===== config.mk =====
export PLATFORM = sky130hd
export DESIGN_NAME = link_seq_gen
export DESIGN_NICKNAME = d
export VERILOG_FILES = /design/src/rtl/link_seq_pkg.sv /design/src/rtl/lsq_slot.sv /design/src/rtl/lsq_engine.sv /design/src/rtl/lsq_pend.sv /design/src/rtl/link_seq_gen.sv
export SDC_FILE = /design/constraint.sdc
export NUM_CORES = 1
export LEC_CHECK = 0
export ABC_CLOCK_PERIOD_IN_PS = 2040
export CORE_MARGIN = 4
export CORE_UTILIZATION = 50
export CTS_CLUSTER_DIAMETER = 30
export CTS_CLUSTER_SIZE = 12
export DETAILED_ROUTE_END_ITERATION = 10
export DONT_BUFFER_PORTS = 1
export HOLD_SLACK_MARGIN = 0.02
export SYNTH_ARGS = -nofsm -noshare
export SYNTH_HDL_FRONTEND = slang
export SYNTH_SLANG_ARGS = --single-unit

===== constraint.sdc =====
create_clock -name clk -period 2.04 [get_ports clk]
set_input_delay 0.204 -clock clk [delete_from_list [all_inputs] [get_ports clk]]
set_output_delay 0.204 -clock clk [all_outputs]
set_load 0.02 [all_outputs]

===== src/rtl/link_seq_pkg.sv =====
package link_seq_pkg;

  // Phase within one linked channel: strobe cycle, then a quiet cycle.
  typedef enum logic {
    PH_ISSUE = 1'b0,
    PH_GAP   = 1'b1
  } lsq_phase_e;

  // Successor of a channel number, wrapping at the channel count.
  function automatic int wrap_next(input int ch, input int nch);
    return (ch + 1) % nch;
  endfunction

  // A run length is usable when it lies in 1..max_len.
  function automatic bit len_legal(input int len, input int max_len);
    return (len >= 1) && (len <= max_len);
  endfunction

endpackage


===== src/rtl/lsq_slot.sv =====
module lsq_slot
  import link_seq_pkg::*;
#(
  parameter int CH_W    = 4,
  parameter int LEN_W   = 4,
  parameter int MAX_LEN = 8
) (
  input  logic             clk,
  input  logic             rst_n,
  input  logic             trig_i,
  input  logic             mode_i,
  input  logic [CH_W-1:0]  start_ch_i,
  input  logic [LEN_W-1:0] len_i,
  input  logic             eng_ready_i,
  output logic             launch_o,
  output logic [CH_W-1:0]  launch_ch_o,
  output logic [LEN_W-1:0] launch_len_o,
  output logic             err_o
);

  logic             q_vld;
  logic [CH_W-1:0]  q_ch;
  logic [LEN_W-1:0] q_len;
  logic             err_q;

  // Named trigger events, shared by the logic and the assertions.
  logic len_ok;
  logic take;
  logic bad;

  assign len_ok = len_legal(int'(len_i), MAX_LEN);
  assign take   = trig_i & mode_i & len_ok;
  assign bad    = trig_i & mode_i & ~len_ok;

  // The held trigger goes first; a fresh one passes straight through only when the slot is empty.
  assign launch_o     = eng_ready_i & (q_vld | take);
  assign launch_ch_o  = q_vld ? q_ch  : start_ch_i;
  assign launch_len_o = q_vld ? q_len : len_i;
  assign err_o        = err_q;

  always_ff @(posedge clk or negedge rst_n) begin
    if (!rst_n) begin
      q_vld <= 1'b0;
      q_ch  <= '0;
      q_len <= '0;
      err_q <= 1'b0;
    end else begin
      if (bad) err_q <= 1'b1;
      // Store when the slot is freed this cycle, or when it is empty and the engine cannot take the trigger.
      if (take && (q_vld ? eng_ready_i : !eng_ready_i)) begin
        q_vld <= 1'b1;
        q_ch  <= start_ch_i;
        q_len <= len_i;
      end else if (eng_ready_i) begin
        q_vld <= 1'b0;
      end
    end
  end

  // without the link-mode bit nothing is launched (unless an older trigger is held).
  assert_no_launch_nomode_R4: assert property (@(posedge clk) disable iff (!rst_n)
    (trig_i && !mode_i && !q_vld) |-> !launch_o);

  // an illegal length never launches.
  assert_no_launch_badlen_R5: assert property (@(posedge clk) disable iff (!rst_n)
    (bad && !q_vld) |-> !launch_o);

  // the error flag never falls outside reset.
  assert_err_sticky_R5: assert property (@(posedge clk) disable iff (!rst_n)
    err_q |=> err_q);

  // every launch carries a legal length.
  assert_launch_legal_R3: assert property (@(posedge clk) disable iff (!rst_n)
    launch_o |-> len_legal(int'(launch_len_o), MAX_LEN));

endmodule


===== src/rtl/lsq_engine.sv =====
module lsq_engine
  import link_seq_pkg::*;
#(
  parameter int NCH   = 16,
  parameter int LEN_W = 4,
  localparam int CH_W = $clog2(NCH)
) (
  input  logic             clk,
  input  logic             rst_n,
  input  logic             start_i,
  input  logic [CH_W-1:0]  start_ch_i,
  input  logic [LEN_W-1:0] len_i,
  output logic             req_o,
  output logic [CH_W-1:0]  ch_o,
  output logic             busy_o,
  output logic             ready_o
);

  logic             busy_q;
  lsq_phase_e       phase_q;
  logic [CH_W-1:0]  ch_q;
  logic [LEN_W-1:0] left_q;

  // Named events: the final quiet cycle of a run, and the wrapped successor channel.
  logic            finish;
  logic [CH_W-1:0] ch_succ;

  assign finish  = busy_q && (phase_q == PH_GAP) && (left_q == LEN_W'(1));
  assign ch_succ = CH_W'(wrap_next(int'(ch_q), NCH));

  assign req_o   = busy_q && (phase_q == PH_ISSUE);
  assign ch_o    = ch_q;
  assign busy_o  = busy_q;
  assign ready_o = !busy_q || finish;

  always_ff @(posedge clk or negedge rst_n) begin
    if (!rst_n) begin
      busy_q  <= 1'b0;
      phase_q <= PH_ISSUE;
      ch_q    <= '0;
      left_q  <= '0;
    end else if (start_i) begin
      busy_q  <= 1'b1;
      phase_q <= PH_ISSUE;
      ch_q    <= start_ch_i;
      left_q  <= len_i;
    end else if (busy_q) begin
      if (phase_q == PH_ISSUE) begin
        phase_q <= PH_GAP;
      end else if (finish) begin
        busy_q  <= 1'b0;
        phase_q <= PH_ISSUE;
      end else begin
        phase_q <= PH_ISSUE;
        left_q  <= left_q - LEN_W'(1);
        ch_q    <= ch_succ;
      end
    end
  end

  // a launch gives a strobe on the captured channel in the next cycle.
  assert_launch_strobe_R1: assert property (@(posedge clk) disable iff (!rst_n)
    start_i |=> (req_o && ch_o == $past(start_ch_i)));

  // two strobes are never adjacent.
  assert_req_spacing_R3: assert property (@(posedge clk) disable iff (!rst_n)
    req_o |=> !req_o);

  // a quiet cycle that is not the last one leads to a strobe on the next channel, wrapped.
  assert_wrap_step_R2: assert property (@(posedge clk) disable iff (!rst_n)
    (busy_q && phase_q == PH_GAP && left_q != LEN_W'(1)) |=>
      (req_o && ch_o == CH_W'(wrap_next(int'($past(ch_q)), NCH))));

endmodule


===== src/rtl/lsq_pend.sv =====
module lsq_pend #(
  parameter int NCH = 16,
  localparam int CH_W = $clog2(NCH)
) (
  input  logic            clk,
  input  logic            rst_n,
  input  logic            req_i,
  input  logic [CH_W-1:0] ch_i,
  input  logic [NCH-1:0]  ack_i,
  output logic [NCH-1:0]  pend_o
);

  logic [NCH-1:0] pend_q;
  logic [NCH-1:0] set_vec;

  // One set bit per strobe; a set on the same edge as an acknowledge wins.
  always_comb begin
    set_vec = '0;
    if (req_i) set_vec[ch_i] = 1'b1;
  end

  always_ff @(posedge clk or negedge rst_n) begin
    if (!rst_n) pend_q <= '0;
    else        pend_q <= (pend_q & ~ack_i) | set_vec;
  end

  assign pend_o = pend_q;

  // a strobe leaves its channel's bit set.
  assert_pend_set_R7: assert property (@(posedge clk) disable iff (!rst_n)
    req_i |=> pend_o[$past(ch_i)]);

  // acknowledged bits clear when no strobe is issued.
  assert_pend_clear_R7: assert property (@(posedge clk) disable iff (!rst_n)
    (!req_i && ack_i != '0) |=> ((pend_o & $past(ack_i)) == '0));

endmodule


===== src/rtl/link_seq_gen.sv =====
module link_seq_gen #(
  parameter int NCH     = 16,
  parameter int LEN_W   = 4,
  parameter int MAX_LEN = 8,
  localparam int CH_W   = $clog2(NCH)
) (
  input  logic             clk,
  input  logic             rst_n,
  input  logic             trig_i,
  input  logic             trig_link_mode_i,
  input  logic [CH_W-1:0]  start_ch_i,
  input  logic [LEN_W-1:0] blk_len_i,
  input  logic [NCH-1:0]   ack_i,
  output logic             lnk_req_o,
  output logic [CH_W-1:0]  lnk_ch_o,
  output logic             busy_o,
  output logic [NCH-1:0]   pend_o,
  output logic             len_err_o
);

  logic             eng_ready;
  logic             launch;
  logic [CH_W-1:0]  launch_ch;
  logic [LEN_W-1:0] launch_len;

  lsq_slot #(.CH_W(CH_W), .LEN_W(LEN_W), .MAX_LEN(MAX_LEN)) u_slot (
    .clk          (clk),
    .rst_n        (rst_n),
    .trig_i       (trig_i),
    .mode_i       (trig_link_mode_i),
    .start_ch_i   (start_ch_i),
    .len_i        (blk_len_i),
    .eng_ready_i  (eng_ready),
    .launch_o     (launch),
    .launch_ch_o  (launch_ch),
    .launch_len_o (launch_len),
    .err_o        (len_err_o)
  );

  lsq_engine #(.NCH(NCH), .LEN_W(LEN_W)) u_engine (
    .clk        (clk),
    .rst_n      (rst_n),
    .start_i    (launch),
    .start_ch_i (launch_ch),
    .len_i      (launch_len),
    .req_o      (lnk_req_o),
    .ch_o       (lnk_ch_o),
    .busy_o     (busy_o),
    .ready_o    (eng_ready)
  );

  lsq_pend #(.NCH(NCH)) u_pend (
    .clk    (clk),
    .rst_n  (rst_n),
    .req_i  (lnk_req_o),
    .ch_i   (lnk_ch_o),
    .ack_i  (ack_i),
    .pend_o (pend_o)
  );

  // a handover from the slot keeps busy high.
  assert_busy_handover_R8: assert property (@(posedge clk) disable iff (!rst_n)
    (busy_o && launch) |=> busy_o);

endmodule


== After elaboration in Yosys (flattened, before gate mapping) ==
Cells that the tools add are included.
Storage, ports and cells
  register bits: 36
  latch bits: 0
  RAM bits: 0
  memory bits (read-only): 0
  bits of input ports: 28
  output and inout bits: 23
  word-level logic and storage cells: 63
  memories kept: 0
Operators by class
  add/sub/neg operators: 2
  $mul: 0
  div/mod/pow operators: 0
  order comparisons: 4
  equal/unequal tests: 2
  shift-type cells: 0
  mux-type cells: 23
  bitwise gates (word level): 10
  reduce and logical (&&, ||, !) cells: 13
Operators with widths (number)
  $mux 4: 10
  $and 16x16->16: 1
  $mux 16: 1
  $not 16->16: 1
  $or 16x16->16: 1
  $mux 1: 11
  $ge 4x1->1 const B: 2
  $logic_and 1x1->1: 6
  $reduce_bool 2->1: 3
  $lt 4x5->1 const B: 1
  $add 4x1->4 const B: 1
  $and 1x1->1: 4
  $demux 1 s4: 1
  $eq 4x1->1 const B: 1
  $le 4x4->1 const B: 1
  $sub 4x1->4 const B: 1
  $reduce_and 3->1: 1
  $logic_not 1->1: 2
  $ne 2x2->1 const B: 1
  $not 1->1: 2
  $logic_or 1x1->1: 1
  $or 1x1->1: 1

== Logic depth before layout (Yosys ltp) ==
  depth after elaboration: 7
  mapped depth: 8

== Cells and area by module ==
A second synthesis with hierarchy kept.
Unflattened totals
  cell total of the unflattened synthesis: 159
  area total of the unflattened synthesis: 1778.0 um^2
Modules (own cells, without submodules)
  lsq_pend: instances 1, cells an instance 56, area each 639.4 um^2, seq. area each 400.4 um^2
  lsq_engine: instances 1, cells an instance 64, area each 588.1 um^2, seq. area each 250.2 um^2
  lsq_slot: instances 1, cells an instance 39, area each 550.5 um^2, seq. area each 250.2 um^2

== Least setup slack after synthesis ==
Ideal clock, no wire load.
  kind: register -> register
  start: register u_engine.left_q[1]
  end: register u_engine.left_q[1]
  library setup time: 0.076 ns
  arrival: 1.790 ns
  data required time: 1.964 ns
  path slack: 0.174 ns
  stages on the path, launching flop included: 9
  cells stage by stage: dfrtp_1 > inv_1 > ha_1 > nand2_1 > o31ai_2 > o21a_1 > buf_6 > mux2_2 > o21ai_1
On the way
  word-level cells in the longest chain between the ends: 6
  elaborated cells between the ends (all ways): 13
  those cells by class: 1 x add/sub; 2 x eq/ne; 4 x mux; 1 x bitwise; 5 x reduce/logical
RTL lines
  start, declared: RTL line lsq_engine.sv:22  | logic [LEN_W-1:0] left_q;
  start signal, assigned: RTL line lsq_engine.sv:46  | left_q <= len_i;
  start signal, assigned: RTL line lsq_engine.sv:55  | left_q <= left_q - LEN_W'(1);
  branches (longest 6 deep; another with $sub 4x1->4)
Parallel ways; which one is timed is not known. The select of a mux whose other input is x is not followed.
A chain may end at the register's enable or synchronous reset.

== Final worst setup path ==
  start: register u_engine.left_q[1]
  end: register u_slot.q_len[1]
On the way
  word-level cells in the longest chain between the ends: 6
RTL lines
  $eq 4x1->1 *: RTL line lsq_engine.sv:28  | assign finish = busy_q && (phase_q == PH_GAP) && (left_q == LEN_W'(1));
  $logic_and 1x1->1 *: RTL line lsq_engine.sv:28
  $logic_or 1x1->1 *: RTL line lsq_engine.sv:34  | assign ready_o = !busy_q || finish;
  $logic_not 1->1: RTL line lsq_slot.sv:50  | if (take && (q_vld ? eng_ready_i : !eng_ready_i)) begin
  $mux 1 *: RTL line lsq_slot.sv:50
  $logic_and 1x1->1 *: RTL line lsq_slot.sv:50
  end signal, assigned: RTL line lsq_slot.sv:53  | q_len <= len_i;
  end, declared: RTL line lsq_slot.sv:23  | logic [LEN_W-1:0] q_len;
Mark *: on every way between the ends. The rest lies on a longest branch, timed or not.

==> impl_metrics.py <==
metrics = {
    "sta": {
        "clock.fmax_mhz": 534.4,
        "rsz0062_at_grt": "no",
        "post-route-period-util": 0.9173,
        "finalSetupTns_ns": 0,
        "slew_violations": 0,
        "transition_time_at_the_pin_with_the_least_slew_margin_ns": 0.6869,
        "finalHoldViolations": 0,
        "fin_ws_ns": 0.1688,
        "setup_viol_count_final": 0,
        "worst_clock_skew_ns": 0.008777,
        "max_slew_margin": 0.5420,
        "layout_min_cycle_time_ns": 1.871,
    },
    "global_route": {
        "grt_antenna_before_repair": 0,
        "grt_start_max_net_pins": 37,
        "grt_overflow_total": 0,
        "first_global_vias": 1378,
        "grt.total_usage": 0.1944,
        "grt_first_pass_wirelength_mm": 6.479,
    },
    "critical_path": {
        "critPathKind": "reg2reg",
        "cp_slowest_stage_delay_ns": 0.42,
        "timing.critical_path.max_delay_family": "flip-flops",
        "cp_data_arrival_time_ns": 2.10,
        "critPathBufInv": 1,
        "crit_path_end_kind": "flop",
        "critical-path-slowest-cell": "dfrtp_1",
        "crit_path_cell_trace": "inv_1 > ha_1 > nand2_1 > o31ai_2 > xnor2_1 > nand2_2 > mux2_2",
        "crit_path_start_kind": "flop",
        "timing.critical_path.required_ns": 2.27,
        "critPathMaxFanout": 8,
    },
    "place": {
        "placement_stage_worst_setup_slack_ns": 0.1872,
        "detailed_place_hpwl_mm": 2.839,
        "post_dp_cell_area_mm2": 0.001848,
        "gpl.final_weighted_congestion": 0.7644,
        "io_buffers": 0,
    },
    "die": {
        "floorplan.die_area_mm2": 0.004594,
        "height_of_the_die_um": 67.78,
        "core_mm2": 0.003390,
        "row_count": 21,
        "fp.dieW_um": 67.78,
        "ioPinCount": 51,
        "floorplan.initialDensity": 0.5271,
    },
    "outcome": {
        "outcome": "complete, no violations",
    },
    "synth": {
        "synth_common_cells": "dfrtp_1 (36), inv_1 (21), o22ai_1 (16)",
        "synthDominantAreaCellType": "dfrtp_1",
        "synth-async-reset-ratio": 1.000,
        "ys_top_cells_by_area": "dfrtp_1 (50%), mux2_2 (7.6%), o22ai_1 (5.6%)",
        "mappedNetlistNets": 195,
        "netlist-cell-type-count": 38,
        "post_synth.cell_area_avg_um2": 11.10,
        "synth.top_cell.area_share": 0.5042,
        "synth_area_mm2": 0.001787,
        "ys_warn_count": 0,
        "syn_inst": 161,
        "ys_seq_elements": 36,
        "synth_edf_count": 0,
        "yosys.cell_count.top_type": "dfrtp_1",
        "synth_seq_area_share": 0.5042,
        "synth_ff_type": "dfrtp_1",
    },
    "min_path": {
        "hold_class": "in2reg",
    },
    "clock_tree": {
        "cts_max_level": 2,
        "cts_sinks": 36,
        "tritoncts.num_buffers": 5,
        "tritoncts": "done",
        "cts-root-buf": "clkbuf_4",
        "clk_transition_reported_paths_ns": 0.10,
        "cts_max_path_buffers": 2,
        "clock_insertion_delay_worst_skew_ns": 0.34,
    },
    "drt": {
        "drt-initial-drc-count": 44,
        "route.detailed.vias_per_inst": 5.504,
        "drt_first_pass_iters": 4,
        "postRouteAntennaNets": 0,
        "drt_wirelength_mm": 4.008,
        "remaining_drc_errors": 0,
        "wire_per_inst_um": 16.56,
        "vias": 1332,
    },
    "layout": {
        "flow.area_growth_from_synthesis_pct": 23.04,
        "n_antenna_cell": 0,
        "finalNetCount": 229,
        "final_layout_size_suffix_gt1_frac": 0.1786,
        "layout.cell_area.non_filler_mm2": 0.002198,
    },
    "power_and_ir_drop": {
        "power_per_cell_area_mw_per_mm2": 1410,
        "power.leakage_nw": 0.9295,
        "report.power.total_w": 0.003100,
        "peakVddDrop_v": 0.0006420,
    },
    "flow_run": {
        "max-cap-violations": 0,
    },
}
power breakdown:
| group | total [W] | switching, W | internal [W] |
|---|---|---|---|
| clock network | 0.000503 | 0.000248 | 0.000255 |
| registers | 0.00141 | 0.000433 | 0.000975 |
| logic | 0.00119 | 0.000591 | 0.000598 |
| total | 0.00310 | 0.00127 | 0.00183 |
sequential cells by signal, summed over array words and instances, names as in the netlist, 4 cells and up:
name	flops
u_pend.pend_o	16
u_engine.ch_o	4
u_engine.left_q	4
u_slot.q_ch	4
u_slot.q_len	4
placed cells by master (no fill, tap or decap), types with 3 or more instances in the layout:
master | Yosys | layout
clkbuf_4 | 0 | 5
nand2_1 | 13 | 13
nand3_1 | 3 | 3
inv_1 | 21 | 21
o22ai_1 | 16 | 16
nor2_1 | 3 | 3
buf_4 | 0 | 4
mux2_2 | 12 | 12
dfrtp_1 | 36 | 36
nor3_1 | 3 | 3
dlygate4sd3_1 | 0 | 25
ha_1 | 6 | 6
o21ai_0 | 6 | 6
mux2i_1 | 7 | 7
stage by stage:
| step | hold slack (ns) | instances | util |
|---|---|---|---|
| floorplan | -0.09159 | 161 | - |
| global placement | -0.09052 | 208 | 0.5452 |
| detailed placement | -0.09072 | 208 | 0.5452 |
| CTS | 0.07300 | 242 | 0.6486 |
| global route | 0.08039 | 242 | 0.6486 |
| finish | 0.07397 | 242 | 0.6486 |
worst min-delay path, delay by kind of cell:
family          cells  cell delay [ns]
compound gates      1             0.07
simple gates        2             0.10
cell families after synthesis:
family / after synthesis / synth area share
xor+xnor: 3 / 0.01471
mux: 19 / 0.1148
flops: 36 / 0.5042
compound gates: 39 / 0.1534
buf+inv: 24 / 0.05882
fa+ha+maj: 7 / 0.04762
simple gates: 33 / 0.1064
area by class of cell:
| class | count | area (µm²) |
|---|---|---|
| Clock buffer | 5 | 37.54 |
| Clock inverter | 3 | 42.54 |
| Fill cell | 267 | 1191 |
| Inverter | 21 | 78.83 |
| Multi-Input combinational cell | 101 | 780.7 |
| Sequential cell | 36 | 900.9 |
| Tap cell | 46 | 57.56 |
| Timing Repair Buffer | 30 | 300.3 |
metal layers:
metal | share of wire | global-route usage | vias to the layer above | wire length (µm)
li1 | - | - | 634 | -
met1 | 0.44 | 0.2556 | 660 | 1770
met2 | 0.49 | 0.3074 | 31 | 1950
met3 | 0.060 | 0.05657 | 7 | 241
met4 | 0.011 | 0.06452 | 0 | 45
met5 | 0 | 0 | - | 0
timing repair:
| item | 4_1_cts | 5_1_grt |
|---|---|---|
| gates resized for setup | 0 | 0 |
| endpoints found under the hold margin | 60 | 0 |
| buffers inserted | 0 | 0 |
| hold buffers | 26 | 0 |
path summary, 6_finish.rpt:
kind	start	to	slack, ns	depth (start not counted)
setup reg to reg	u_engine.left_q[1]$_DFFE_PN0P_	u_slot.q_len[1]$_DFFE_PN0P_	0.17	7
max in group asynchronous	rst_n	u_slot.q_ch[2]$_DFFE_PN0P_	1.56	2
hold reg to reg	u_slot.q_ch[2]$_DFFE_PN0P_	u_slot.q_ch[2]$_DFFE_PN0P_	0.52	1
setup / recovery	u_engine.left_q[1]$_DFFE_PN0P_	u_slot.q_len[1]$_DFFE_PN0P_	0.17	7
min in group asynchronous	rst_n	u_engine.busy_o$_DFF_PN0_	0.29	2
hold / removal	blk_len_i[0]	u_slot.err_o$_DFFE_PN0P_	0.07	3
No activity file was read; power rests on OpenSTA's default activity.
